$ cat src/rtl/wdt_pkg.sv
package wdt_pkg;
   localparam int REG_W    = 8;
   localparam int NTAP     = 8;
   localparam int SEL_W    = 3;
   localparam int FLAG_BIT = 7;
   localparam int MODE_BIT = 6;
   localparam int EN_BIT   = 5;

   typedef enum logic {
      MODE_INTERVAL = 1'b0,
      MODE_WATCHDOG = 1'b1
   } wdt_mode_e;

   // log2 of the division ratio per clock-select code
   function automatic int tap_log(input int idx);
      case (idx)
         0:       return 1;
         1:       return 6;
         2:       return 7;
         3:       return 8;
         4:       return 9;
         5:       return 10;
         6:       return 12;
         default: return 13;
      endcase
   endfunction
endpackage

$ cat src/rtl/wdt_prescaler.sv
module wdt_prescaler
   import wdt_pkg::*;
#(
   parameter int PRE_W = 13
) (
   input  logic             clk,
   input  logic             rst_n,
   input  logic             run_i,
   input  logic [SEL_W-1:0] sel_i,
   output logic             tick_o
);
   logic [PRE_W-1:0] pre_q;
   logic [NTAP-1:0]  taps;

   initial begin
      assert (tap_log(NTAP-1) <= PRE_W)
         else $error("prescaler width too small for the slowest tap");
      assert (NTAP == (1 << SEL_W))
         else $error("tap count must match select width");
   end

   always_ff @(posedge clk or negedge rst_n) begin
      if (!rst_n)      pre_q <= '0;
      else if (!run_i) pre_q <= '0;
      else             pre_q <= pre_q + 1'b1;
   end

   for (genvar g = 0; g < NTAP; g++) begin : g_tap
      localparam int L = tap_log(g);
      assign taps[g] = &pre_q[L-1:0];
   end

   assign tick_o = run_i & taps[sel_i];

   // the prescaler is back at zero after a disabled cycle
   p_pre_clear_r3: assert property (@(posedge clk) disable iff (!rst_n)
      !run_i |=> pre_q == '0);
endmodule

$ cat src/rtl/wdt_counter.sv
module wdt_counter #(
   parameter int CNT_W = 8
) (
   input  logic             clk,
   input  logic             rst_n,
   input  logic             run_i,
   input  logic             tick_i,
   input  logic             ld_i,
   input  logic [CNT_W-1:0] ld_val_i,
   output logic [CNT_W-1:0] cnt_o,
   output logic             wrap_o
);
   logic [CNT_W-1:0] cnt_q;

   initial begin
      assert (CNT_W >= 2 && CNT_W <= 8)
         else $error("counter width must be 2..8");
   end

   always_ff @(posedge clk or negedge rst_n) begin
      if (!rst_n)      cnt_q <= '0;
      else if (!run_i) cnt_q <= '0;
      else if (ld_i)   cnt_q <= ld_val_i;
      else if (tick_i) cnt_q <= cnt_q + 1'b1;
   end

   assign wrap_o = run_i & ~ld_i & tick_i & (&cnt_q);
   assign cnt_o  = cnt_q;

   p_hold_r2: assert property (@(posedge clk) disable iff (!rst_n)
      !run_i |=> cnt_q == '0);
   p_wrap_r1: assert property (@(posedge clk) disable iff (!rst_n)
      wrap_o |=> cnt_q == '0);
   p_load_r9: assert property (@(posedge clk) disable iff (!rst_n)
      (run_i && ld_i) |=> cnt_q == $past(ld_val_i));
endmodule

$ cat src/rtl/wdt_csr.sv
module wdt_csr
   import wdt_pkg::*;
(
   input  logic             clk,
   input  logic             rst_n,
   input  logic             wr_i,
   input  logic             rd_i,
   input  logic [REG_W-1:0] wdata_i,
   input  logic             wrap_i,
   output logic             flag_o,
   output wdt_mode_e        mode_o,
   output logic             en_o,
   output logic [SEL_W-1:0] sel_o,
   output logic             pulse_o
);
   logic             flag_q, armed_q, en_q, pulse_q;
   wdt_mode_e        mode_q;
   logic [SEL_W-1:0] sel_q;
   logic             set_c, clr_c, flag_d, armed_d;
   logic             unused_bits;

   assign unused_bits = ^wdata_i[4:3];

   assign set_c   = wrap_i & (mode_q == MODE_INTERVAL);
   assign clr_c   = wr_i & ((~wdata_i[FLAG_BIT] & armed_q) |
                            ((mode_q == MODE_INTERVAL) & ~wdata_i[EN_BIT]));
   assign flag_d  = set_c | (flag_q & ~clr_c);
   assign armed_d = flag_d & (armed_q | (rd_i & flag_q));

   always_ff @(posedge clk or negedge rst_n) begin
      if (!rst_n) begin
         flag_q  <= 1'b0;
         armed_q <= 1'b0;
         mode_q  <= MODE_INTERVAL;
         en_q    <= 1'b0;
         sel_q   <= '0;
         pulse_q <= 1'b0;
      end else begin
         flag_q  <= flag_d;
         armed_q <= armed_d;
         pulse_q <= wrap_i & (mode_q == MODE_WATCHDOG);
         if (wr_i) begin
            mode_q <= wdt_mode_e'(wdata_i[MODE_BIT]);
            en_q   <= wdata_i[EN_BIT];
            sel_q  <= wdata_i[SEL_W-1:0];
         end
      end
   end

   assign flag_o  = flag_q;
   assign mode_o  = mode_q;
   assign en_o    = en_q;
   assign sel_o   = sel_q;
   assign pulse_o = pulse_q;

   p_set_r4: assert property (@(posedge clk) disable iff (!rst_n)
      (wrap_i && mode_q == MODE_INTERVAL) |=> flag_q);
   p_wd_noflag_r5: assert property (@(posedge clk) disable iff (!rst_n)
      (wrap_i && mode_q == MODE_WATCHDOG && !flag_q && !wr_i) |=> !flag_q);
   p_pulse_one_r5: assert property (@(posedge clk) disable iff (!rst_n)
      pulse_q |=> !pulse_q);
   p_clear_by_write_r6: assert property (@(posedge clk) disable iff (!rst_n)
      $fell(flag_q) |-> $past(wr_i));
   p_set_by_write_r6: assert property (@(posedge clk) disable iff (!rst_n)
      $rose(flag_q) |-> $past(wrap_i));
   p_overflow_wins_r8: assert property (@(posedge clk) disable iff (!rst_n)
      (wrap_i && mode_q == MODE_INTERVAL && wr_i) |=> flag_q);
endmodule

$ cat src/rtl/wdog_itimer.sv
module wdog_itimer
   import wdt_pkg::*;
#(
   parameter int CNT_W = 8,
   parameter int PRE_W = 13
) (
   input  logic             clk,
   input  logic             rst_n,
   input  logic             bus_sel,
   input  logic             bus_wr,
   input  logic             bus_rd,
   input  logic             bus_addr,
   input  logic [REG_W-1:0] bus_wdata,
   output logic [REG_W-1:0] bus_rdata,
   output logic             irq_o,
   output logic             wd_ovf_o
);
   logic             csr_wr, csr_rd, cnt_wr, tick, wrap, flag, en;
   wdt_mode_e        mode;
   logic [SEL_W-1:0] sel;
   logic [CNT_W-1:0] cnt;
   logic [REG_W-1:0] csr_byte;

   initial begin
      assert (CNT_W <= REG_W) else $error("counter wider than bus");
   end

   assign csr_wr = bus_sel & bus_wr & ~bus_addr;
   assign csr_rd = bus_sel & bus_rd & ~bus_addr;
   assign cnt_wr = bus_sel & bus_wr &  bus_addr;

   wdt_prescaler #(.PRE_W(PRE_W)) u_pre (
      .clk(clk), .rst_n(rst_n), .run_i(en), .sel_i(sel), .tick_o(tick));

   wdt_counter #(.CNT_W(CNT_W)) u_cnt (
      .clk(clk), .rst_n(rst_n), .run_i(en), .tick_i(tick), .ld_i(cnt_wr),
      .ld_val_i(bus_wdata[CNT_W-1:0]), .cnt_o(cnt), .wrap_o(wrap));

   wdt_csr u_csr (
      .clk(clk), .rst_n(rst_n), .wr_i(csr_wr), .rd_i(csr_rd),
      .wdata_i(bus_wdata), .wrap_i(wrap), .flag_o(flag), .mode_o(mode),
      .en_o(en), .sel_o(sel), .pulse_o(wd_ovf_o));

   always_comb begin
      csr_byte           = '0;
      csr_byte[FLAG_BIT] = flag;
      csr_byte[MODE_BIT] = mode;
      csr_byte[EN_BIT]   = en;
      csr_byte[SEL_W-1:0] = sel;
   end

   always_comb begin
      if (bus_sel && bus_rd) bus_rdata = bus_addr ? REG_W'(cnt) : csr_byte;
      else                   bus_rdata = '0;
   end

   assign irq_o = flag & (mode == MODE_INTERVAL);

   p_irq_mode_r4: assert property (@(posedge clk) disable iff (!rst_n)
      (mode == MODE_WATCHDOG) |-> !irq_o);
   p_idle_bus_r10: assert property (@(posedge clk) disable iff (!rst_n)
      !(bus_sel && bus_rd) |-> bus_rdata == '0);
endmodule

$ cat config.mk
export PLATFORM = sky130hd
export DESIGN_NAME = wdog_itimer
export DESIGN_NICKNAME = d
export VERILOG_FILES = /design/src/rtl/wdt_pkg.sv /design/src/rtl/wdt_prescaler.sv /design/src/rtl/wdt_counter.sv /design/src/rtl/wdt_csr.sv /design/src/rtl/wdog_itimer.sv
export SDC_FILE = /design/constraint.sdc
export NUM_CORES = 1
export LEC_CHECK = 0
export ABC_AREA = 1
export BUFFER_PORTS_ARGS = -buffer_cell sky130_fd_sc_hd__buf_2
export CAP_MARGIN = 20
export CORE_MARGIN = 4
export CORE_UTILIZATION = 50
export CTS_CLUSTER_DIAMETER = 50
export DETAILED_ROUTE_END_ITERATION = 7
export GPL_TIMING_DRIVEN = 0
export PLACE_DENSITY = 0.7
export SKIP_LAST_GASP = 1
export SLEW_MARGIN = 20
export SYNTH_ARGS = -nofsm -noshare
export SYNTH_HDL_FRONTEND = slang
export SYNTH_SLANG_ARGS = --single-unit
$ cat constraint.sdc
create_clock -name clk -period 2.6 [get_ports clk]
set_clock_uncertainty 0.05 [all_clocks]
set_input_delay 0.52 -clock clk [delete_from_list [all_inputs] [get_ports clk]]
set_output_delay 0.52 -clock clk [all_outputs]
set_load 0.03 [all_outputs]
==> results of run 1 <==
-- cells by family after synthesis --
family / count (synthesis)
buf+inv: 39
mux: 1
fa+ha+maj: 3
compound gates: 60
xor+xnor: 3
flops: 29
simple gates: 82
-- final cells by class --
class	instances	share of cell area (%)
Multi-Input combinational cell	149	40.55
Sequential cell	29	37.69
Inverter	35	6.823
Timing Repair Buffer	23	5.978
Clock buffer	7	2.859
Tap cell	44	2.859
Buffer	4	1.689
Clock inverter	1	1.559
-- stage by stage --
| stage | hold WS (ns) | power (mW) |
|---|---|---|
| final | 0.1400 | 1.141 |
| after global routing | 0.1864 | 1.215 |
| after detailed placement | 0.4077 | 0.7517 |
| after CTS | 0.1582 | 1.148 |
| after global placement | 0.4043 | 0.7494 |
| after floorplan | 0.1744 | 0.6826 |
-- worst reg2reg max path: cells and delay by family (launching register included) --
kind | cells | cell delay [ns]
AND/OR/NAND/NOR | 8 | 0.75
flip-flops | 1 | 0.41
adder cells (fa/ha/maj) | 2 | 0.40
buffers and inverters | 2 | 0.25
AO/OA/AOI/OAI | 2 | 0.14
-- path summary, 6_finish.rpt --
| kind | slack (ns) | end | start | cells past startpoint |
|---|---|---|---|---|
| min in group clk | 0.38 | u_csr.sel_o[1] | bus_wdata[1] | 2 |
| hold / removal | 0.14 | u_cnt.cnt_o[3] | rst_n | 1 |
| setup / recovery | 0.26 | bus_rdata[5] | u_csr.en_o | 4 |
| setup reg to reg | 0.48 | u_cnt.cnt_o[5] | u_pre.pre_q[0] | 14 |
| hold reg to reg | 0.43 | u_pre.pre_q[9] | u_pre.pre_q[9] | 1 |
| max in group asynchronous | 1.94 | u_pre.pre_q[12] | rst_n | 1 |
-- cells in the final DEF, fill, tap and decap left out --
master	Yosys	final
sky130_fd_sc_hd__a21boi_0	1	1
sky130_fd_sc_hd__a21oi_1	25	25
sky130_fd_sc_hd__a21oi_2	1	1
sky130_fd_sc_hd__a22oi_1	1	1
sky130_fd_sc_hd__a31oi_1	2	2
sky130_fd_sc_hd__buf_12	1	1
sky130_fd_sc_hd__buf_2	1	24
sky130_fd_sc_hd__bufinv_16	0	1
sky130_fd_sc_hd__clkbuf_1	2	3
sky130_fd_sc_hd__clkbuf_4	0	5
sky130_fd_sc_hd__clkbuf_8	0	1
sky130_fd_sc_hd__clkinv_1	1	1
sky130_fd_sc_hd__dfrtp_1	29	29
sky130_fd_sc_hd__ha_1	3	3
sky130_fd_sc_hd__inv_1	32	32
sky130_fd_sc_hd__inv_2	2	2
sky130_fd_sc_hd__mux2_2	1	1
sky130_fd_sc_hd__nand2_1	33	33
sky130_fd_sc_hd__nand2_2	6	6
sky130_fd_sc_hd__nand2_4	1	1
sky130_fd_sc_hd__nand3_1	9	9
sky130_fd_sc_hd__nand3_2	1	1
sky130_fd_sc_hd__nand4_1	6	6
sky130_fd_sc_hd__nor2_1	18	18
sky130_fd_sc_hd__nor3_1	7	7
sky130_fd_sc_hd__nor4_1	1	1
sky130_fd_sc_hd__o211ai_1	3	3
sky130_fd_sc_hd__o21a_1	2	2
sky130_fd_sc_hd__o21ai_0	23	23
sky130_fd_sc_hd__o21ai_2	2	2
sky130_fd_sc_hd__xor2_1	3	3
-- Yosys cell counts (all sizes together) --
cell	count
nand2	40
inv	34
dfrtp	29
a21oi	26
o21ai	25
nor2	18
nand3	10
nor3	7
nand4	6
ha	3
o211ai	3
xor2	3
a31oi	2
buf	2
clkbuf	2
o21a	2
a21boi	1
a22oi	1
clkinv	1
mux2	1
nor4	1
-- sequential cells by signal, summed over array words and instances, names as in the netlist --
name           cells
u_csr.en_o         1
u_csr.sel_o        3
u_csr.flag_o       1
u_csr.pulse_o      1
u_csr.mode_o       1
u_pre.pre_q       13
u_csr.armed_q      1
u_cnt.cnt_o        8
-- power by group --
| group | internal, mW | switching [mW] |
|---|---|---|
| sequential | 0.485 | 0.0424 |
| combinational | 0.0782 | 0.137 |
| clock | 0.229 | 0.169 |
-- routing by layer --
layer	vias up	GRT usage, %	share of wire (%)
met3	8	6.463	6.1
met4	0	6.995	1.7
met1	696	28.14	52
met2	35	28.91	40
li1	785	-	-
met5	-	0	0
==> results.toml, run 1 <==
[run_status]
result_of_the_run = "completed"

[sta]
max_slew.worst_pin.slew_ns = 0.6425
hold_violations = 0
setup_viol = 0
final_critical_path_setup_slack_ns = 0.2577
timing.final.crit_share_pct = 90.09
final_max_slew_viol_count = 0
setup_total_negative_slack_ns = 0
rsz_0062_raised_after_global_routing = "no"
min_period_ns = 2.342
max_freq_mhz = 426.9
slew_headroom_pct = 57.17

[clock_network]
tritoncts = "done"
clock-root-buffer = "sky130_fd_sc_hd__clkbuf_4"
number_of_gates_resized_after_cts = 0
cts_bufs_inserted = 5
ctsHoldBuffers = 0
cts_max_path_buffers = 2
clock_sink_count = 29
cts_post_setup_buffers_inserted = 0
clk_pin_slew_worst_paths_ns = 0.10
insertion_delay_ns = 0.34
htree_levels = 2

[setup_path]
slowest_stage = "sky130_fd_sc_hd__dfrtp_1"
timing.critical_path.cells = "clkbuf_1, o21ai_0, a21oi_1, buf_2"
setup.worst_path.end_class = "output pin"
setup.worst_path.start_class = "flop"
critical-path-max-stage-delay_ns = 0.49
critical_path_peak_fanout = 10
cp_data_arrival_time_ns = 1.77
worst-endpoint-required_ns = 2.03
worst_path_dominant_cell_family = "buffers and inverters"
timing.setup.critical_path_class = "flop to output pin"
critical_path_buf_inv_count = 2

[logic_synthesis]
synthTopCellsByArea = "sky130_fd_sc_hd__dfrtp_1, sky130_fd_sc_hd__a21oi_1, sky130_fd_sc_hd__nand2_1"
synth_top_family_by_area = "simple AND/OR/NAND/NOR gates"
synth.cell_area_mm2 = 0.001670
synth_fa_ha_area_share_pct = 2.247
ys_ff_latch = 29
synthDistinctLibCells = 28
synth-compound-area-share_pct = 19.85
synth.area.mux_share_pct = 0.6742
postSynthAreaPerCell_um2 = 7.697
synth_seq_area_share_pct = 43.45
synthSimpleGateAreaFrac_pct = 22.40
synth_fp_nets = 234
yosysWarningCount = 0
synth_top_cell_area_share_pct = 43.45
synth_cells = 217
synth-xor-area-share_pct = 1.573
post-synth-top-area-cell = "sky130_fd_sc_hd__dfrtp_1"

[floorplanning]
die_h_um = 65.80
die_w_um = 65.80
start_util_pct = 53.40
die_area_mm2 = 0.004330
core_area_mm2 = 0.003128
placement_rows = 20
boundaryPins = 24

[cells_and_area]
final_non_filler_cell_total = 292
postLayoutCellArea_mm2 = 0.001926
layout.area.seq_um2 = 725.7
num_antenna_cells = 0
multi_input_area_um2 = 780.7
signed_area_change_from_the_synthesized_netlist_to_the_final_layout_pct = 15.28
finalNetCount = 264
nFillCells = 300
post_route_cells_drive_above_1_share_pct = 18.55
layout.core_utilization_pct = 61.56

[placed_design]
instance_area_at_placement_mm2 = 0.001841
detailedPlace.worstSlack_ns = 0.5085
routabilityCongestion = 0.8406
dp.final_hpwl_mm = 2.717
dpl.cell_count = 284
place.port_buffers = 23

[power]
cellPowerDensity_mw_per_mm2 = 592.5
power.static_leakage_nw = 0.9671
ir_worst_vdd_mv = 0.2912

[grt]
grt_max_degree = 30
grt_antenna_before_repair = 0
groute.usage.overall_pct = 20.06
first_global_vias = 1437
globalRouteOverflowTotal = 0
grt_first_pass_wirelength_mm = 6.492

[route]
drt_pre_antenna_iters = 4
drt_iter0_drc = 96
routed_wl_mm = 3.656
routed_via_density = 5.219
drc = 0
antenna_violating_nets_post_route = 0
detail_route.wl_per_cell_um = 12.52
detailroute.via_count = 1524

[flow_run]
max_cap_violations = 0

[hold_path]
hp-class = "input port to asynchronous set/reset pin"
Note: power is estimated with default switching activity, not from simulation.
==> inputs of run 2 (changes only) <==
--- a/config.mk
+++ b/config.mk
@@ -9,11 +9,11 @@
 export BUFFER_PORTS_ARGS = -buffer_cell sky130_fd_sc_hd__buf_2
 export CAP_MARGIN = 20
 export CORE_MARGIN = 4
-export CORE_UTILIZATION = 50
+export CORE_UTILIZATION = 56
 export CTS_CLUSTER_DIAMETER = 50
 export DETAILED_ROUTE_END_ITERATION = 7
 export GPL_TIMING_DRIVEN = 0
-export PLACE_DENSITY = 0.7
+export PLACE_DENSITY = 0.77
 export SKIP_LAST_GASP = 1
 export SLEW_MARGIN = 20
 export SYNTH_ARGS = -nofsm -noshare
==> constraint.sdc (replaced) <==
create_clock -name clk -period 2.2 [get_ports clk]
set_clock_uncertainty 0.05 [all_clocks]
set_input_delay 0.44 -clock clk [delete_from_list [all_inputs] [get_ports clk]]
set_output_delay 0.44 -clock clk [all_outputs]
set_load 0.03 [all_outputs]
==> run 2 against run 1 <==
Compared with the run above: utilization is 8.0 points higher; highest routed layer unchanged; register-to-register slack worse by 0.31 ns; worst setup slack worse by 0.090 ns; via count fell by 0.39%; wire length is 0.46% higher; critical path depth unchanged; global-route usage shrank 0.10 points; sequential power is 19% higher; sequential cell count unchanged; final cell count shrank 3.8%; largest power group unchanged.
==> results.toml, run 2 (synthesis results as in run 1) <==
[setup_path]
worstReg2RegStart = "u_pre.pre_q[0]"
worst_reg2reg_endpoint = "u_cnt.cnt_o[4]"
critical_path_peak_fanout = 10
timing.setup.critical_path_class = "flop to output pin"
worst-r2r-cell-count = 15
setup.worst_path.start_class = "flop"
worst-endpoint-required_ns = 1.71
cp_data_arrival_time_ns = 1.54
reg2reg_slack_ns = 0.17
setup.worst_path.end_class = "output pin"

[floorplanning]
boundaryPins = 24
core_area_mm2 = 0.002805
die_w_um = 62.62
die_h_um = 62.62
start_util_pct = 59.55
placement_rows = 19
die_area_mm2 = 0.003921

[placed_design]
routabilityCongestion = 0.9000
dpl.cell_count = 271
dp.final_hpwl_mm = 2.686
place.port_buffers = 23

[route]
routed_via_density = 5.402
drc = 0
detail_route.wl_per_cell_um = 13.07
antenna_violating_nets_post_route = 0
detailroute.via_count = 1518
routed_wl_mm = 3.673
drt_iter0_drc = 66
drt_pre_antenna_iters = 4

[cells_and_area]
largest_register_ffs = 13
final_non_filler_cell_total = 281
layout.core_utilization_pct = 69.54
register_name_with_the_most_flops = "u_pre.pre_q"
layout_commonest_cell = "sky130_fd_sc_hd__nand2_1"
multi_input_area_um2 = 799.5
finalNetCount = 266
post_route_cells_drive_above_1_share_pct = 21.20
layout.cells.most_common_list = "sky130_fd_sc_hd__nand2_1, sky130_fd_sc_hd__inv_1, sky130_fd_sc_hd__dfrtp_1, sky130_fd_sc_hd__a21oi_1, sky130_fd_sc_hd__buf_2"
layout.area.seq_um2 = 725.7
signed_area_change_from_the_synthesized_netlist_to_the_final_layout_pct = 16.78
nFillCells = 245
num_antenna_cells = 0

[sta]
timing.final.crit_share_pct = 92.36
max_freq_mhz = 492.1
hold_ws_ns = 0.06930
setup_viol = 0
max_slew.worst_pin.slew_ns = 0.6397
final_max_slew_viol_count = 0
slew_headroom_pct = 57.35
rsz_0062_raised_after_global_routing = "no"
min_period_ns = 2.032
hold_violations = 0
setup_total_negative_slack_ns = 0

[grt]
grt_max_degree = 30
first_global_vias = 1425
grt_first_pass_wirelength_mm = 6.272
groute.usage.overall_pct = 19.95
grt_antenna_before_repair = 0
globalRouteOverflowTotal = 0

[flow_run]
max_cap_violations = 0

[run_status]
result_of_the_run = "completed"

[clock_network]
cts_bufs_inserted = 5
clock_sink_count = 29
insertion_delay_ns = 0.33
htree_levels = 2
cts_max_path_buffers = 2
tritoncts = "done"
ctsHoldBuffers = 0
clock-root-buffer = "sky130_fd_sc_hd__clkbuf_4"
clk_pin_slew_worst_paths_ns = 0.10

[power]
cellPowerDensity_mw_per_mm2 = 704.1
ir_worst_vdd_mv = 0.4498
pwr-share-comb_pct = 19.9
switchingPower_uw = 424.8
power.total_mw = 1.374
share_of_power_burned_in_registers_pct = 45.6
pwr-share-clk_pct = 34.5
power.static_leakage_nw = 0.9763
internal_uw = 948.7
sw_frac_of_total_pct = 30.93

[hold_path]
hp-class = "input port to asynchronous set/reset pin"
-- run 2: changes by cell type in the layout (fill, tap and decap cells not counted), moves of 2 or more --
| cell | change |
|---|---|
| sky130_fd_sc_hd__buf_4 | +2 |
| sky130_fd_sc_hd__clkbuf_1 | -2 |
| sky130_fd_sc_hd__o21ai_0 | -3 |
| sky130_fd_sc_hd__o21ai_1 | +3 |
-- run 2: worst max-delay path: stages (launching register included) --
cell	delay, ns
sky130_fd_sc_hd__dfrtp_1	0.48
sky130_fd_sc_hd__clkbuf_2	0.28
sky130_fd_sc_hd__o21ai_0	0.12
sky130_fd_sc_hd__a21oi_1	0.12
sky130_fd_sc_hd__buf_2	0.21
-- run 2: layer usage --
layer / track usage (%) / vias to the layer above / wire, um
li1: - / 784 / -
met1: 27.00 / 689 / 1759
met2: 30.63 / 40 / 1665
met3: 4.496 / 5 / 208
met4: 8.540 / 0 / 40
met5: 0 / - / 0
-- run 2: worst max-delay path by stage --
stage / from / to / slack (ns) / depth (start not counted)
global route: u_csr.en_o / bus_rdata[5] / 0.01 / 4
floorplan: bus_addr / bus_rdata[3] / 0.31 / 3
finish: u_csr.en_o / bus_rdata[5] / 0.17 / 4
detailed placement: u_pre.pre_q[0] / u_cnt.cnt_o[1] / 0.08 / 14
global placement: u_pre.pre_q[0] / u_cnt.cnt_o[0] / 0.11 / 14
CTS: u_pre.pre_q[0] / u_cnt.cnt_o[1] / 0.04 / 14
-- run 2: layout make-up --
type / count / share of cell area (%)
flip-flops and latches: 29 / 37.20
clock inverters: 2 / 1.924
well taps: 31 / 1.988
plain buffers: 4 / 1.732
clock buffers: 6 / 2.630
inverters: 35 / 6.863
repair buffers: 25 / 6.671
multi-input cells: 149 / 40.99
-- run 2: power groups by stage --
stage / logic, mW / registers, mW / clock network [mW]
floorplan: 0.187 / 0.620 / 0
finish: 0.274 / 0.627 / 0.473
detailed placement: 0.256 / 0.633 / 0
CTS: 0.258 / 0.623 / 0.483
global placement: 0.251 / 0.633 / 0
global route: 0.309 / 0.634 / 0.506
-- run 2: timing repair --
item,CTS,global route
pin swaps,0,3
buffers inserted,0,2
gates resized for setup,1,8
setup endpoints to repair,1,8
-- run 2: stage by stage --
step | setup WS (ns) | cell area [um^2]
6_report | 0.1680 | 1951
5_1_grt | 0.01060 | 1951
4_1_cts | 0.04196 | 1914
3_5_place_dp | 0.07764 | 1824
3_3_place_gp | 0.1064 | 1824
2_1_floorplan | 0.3128 | 1670
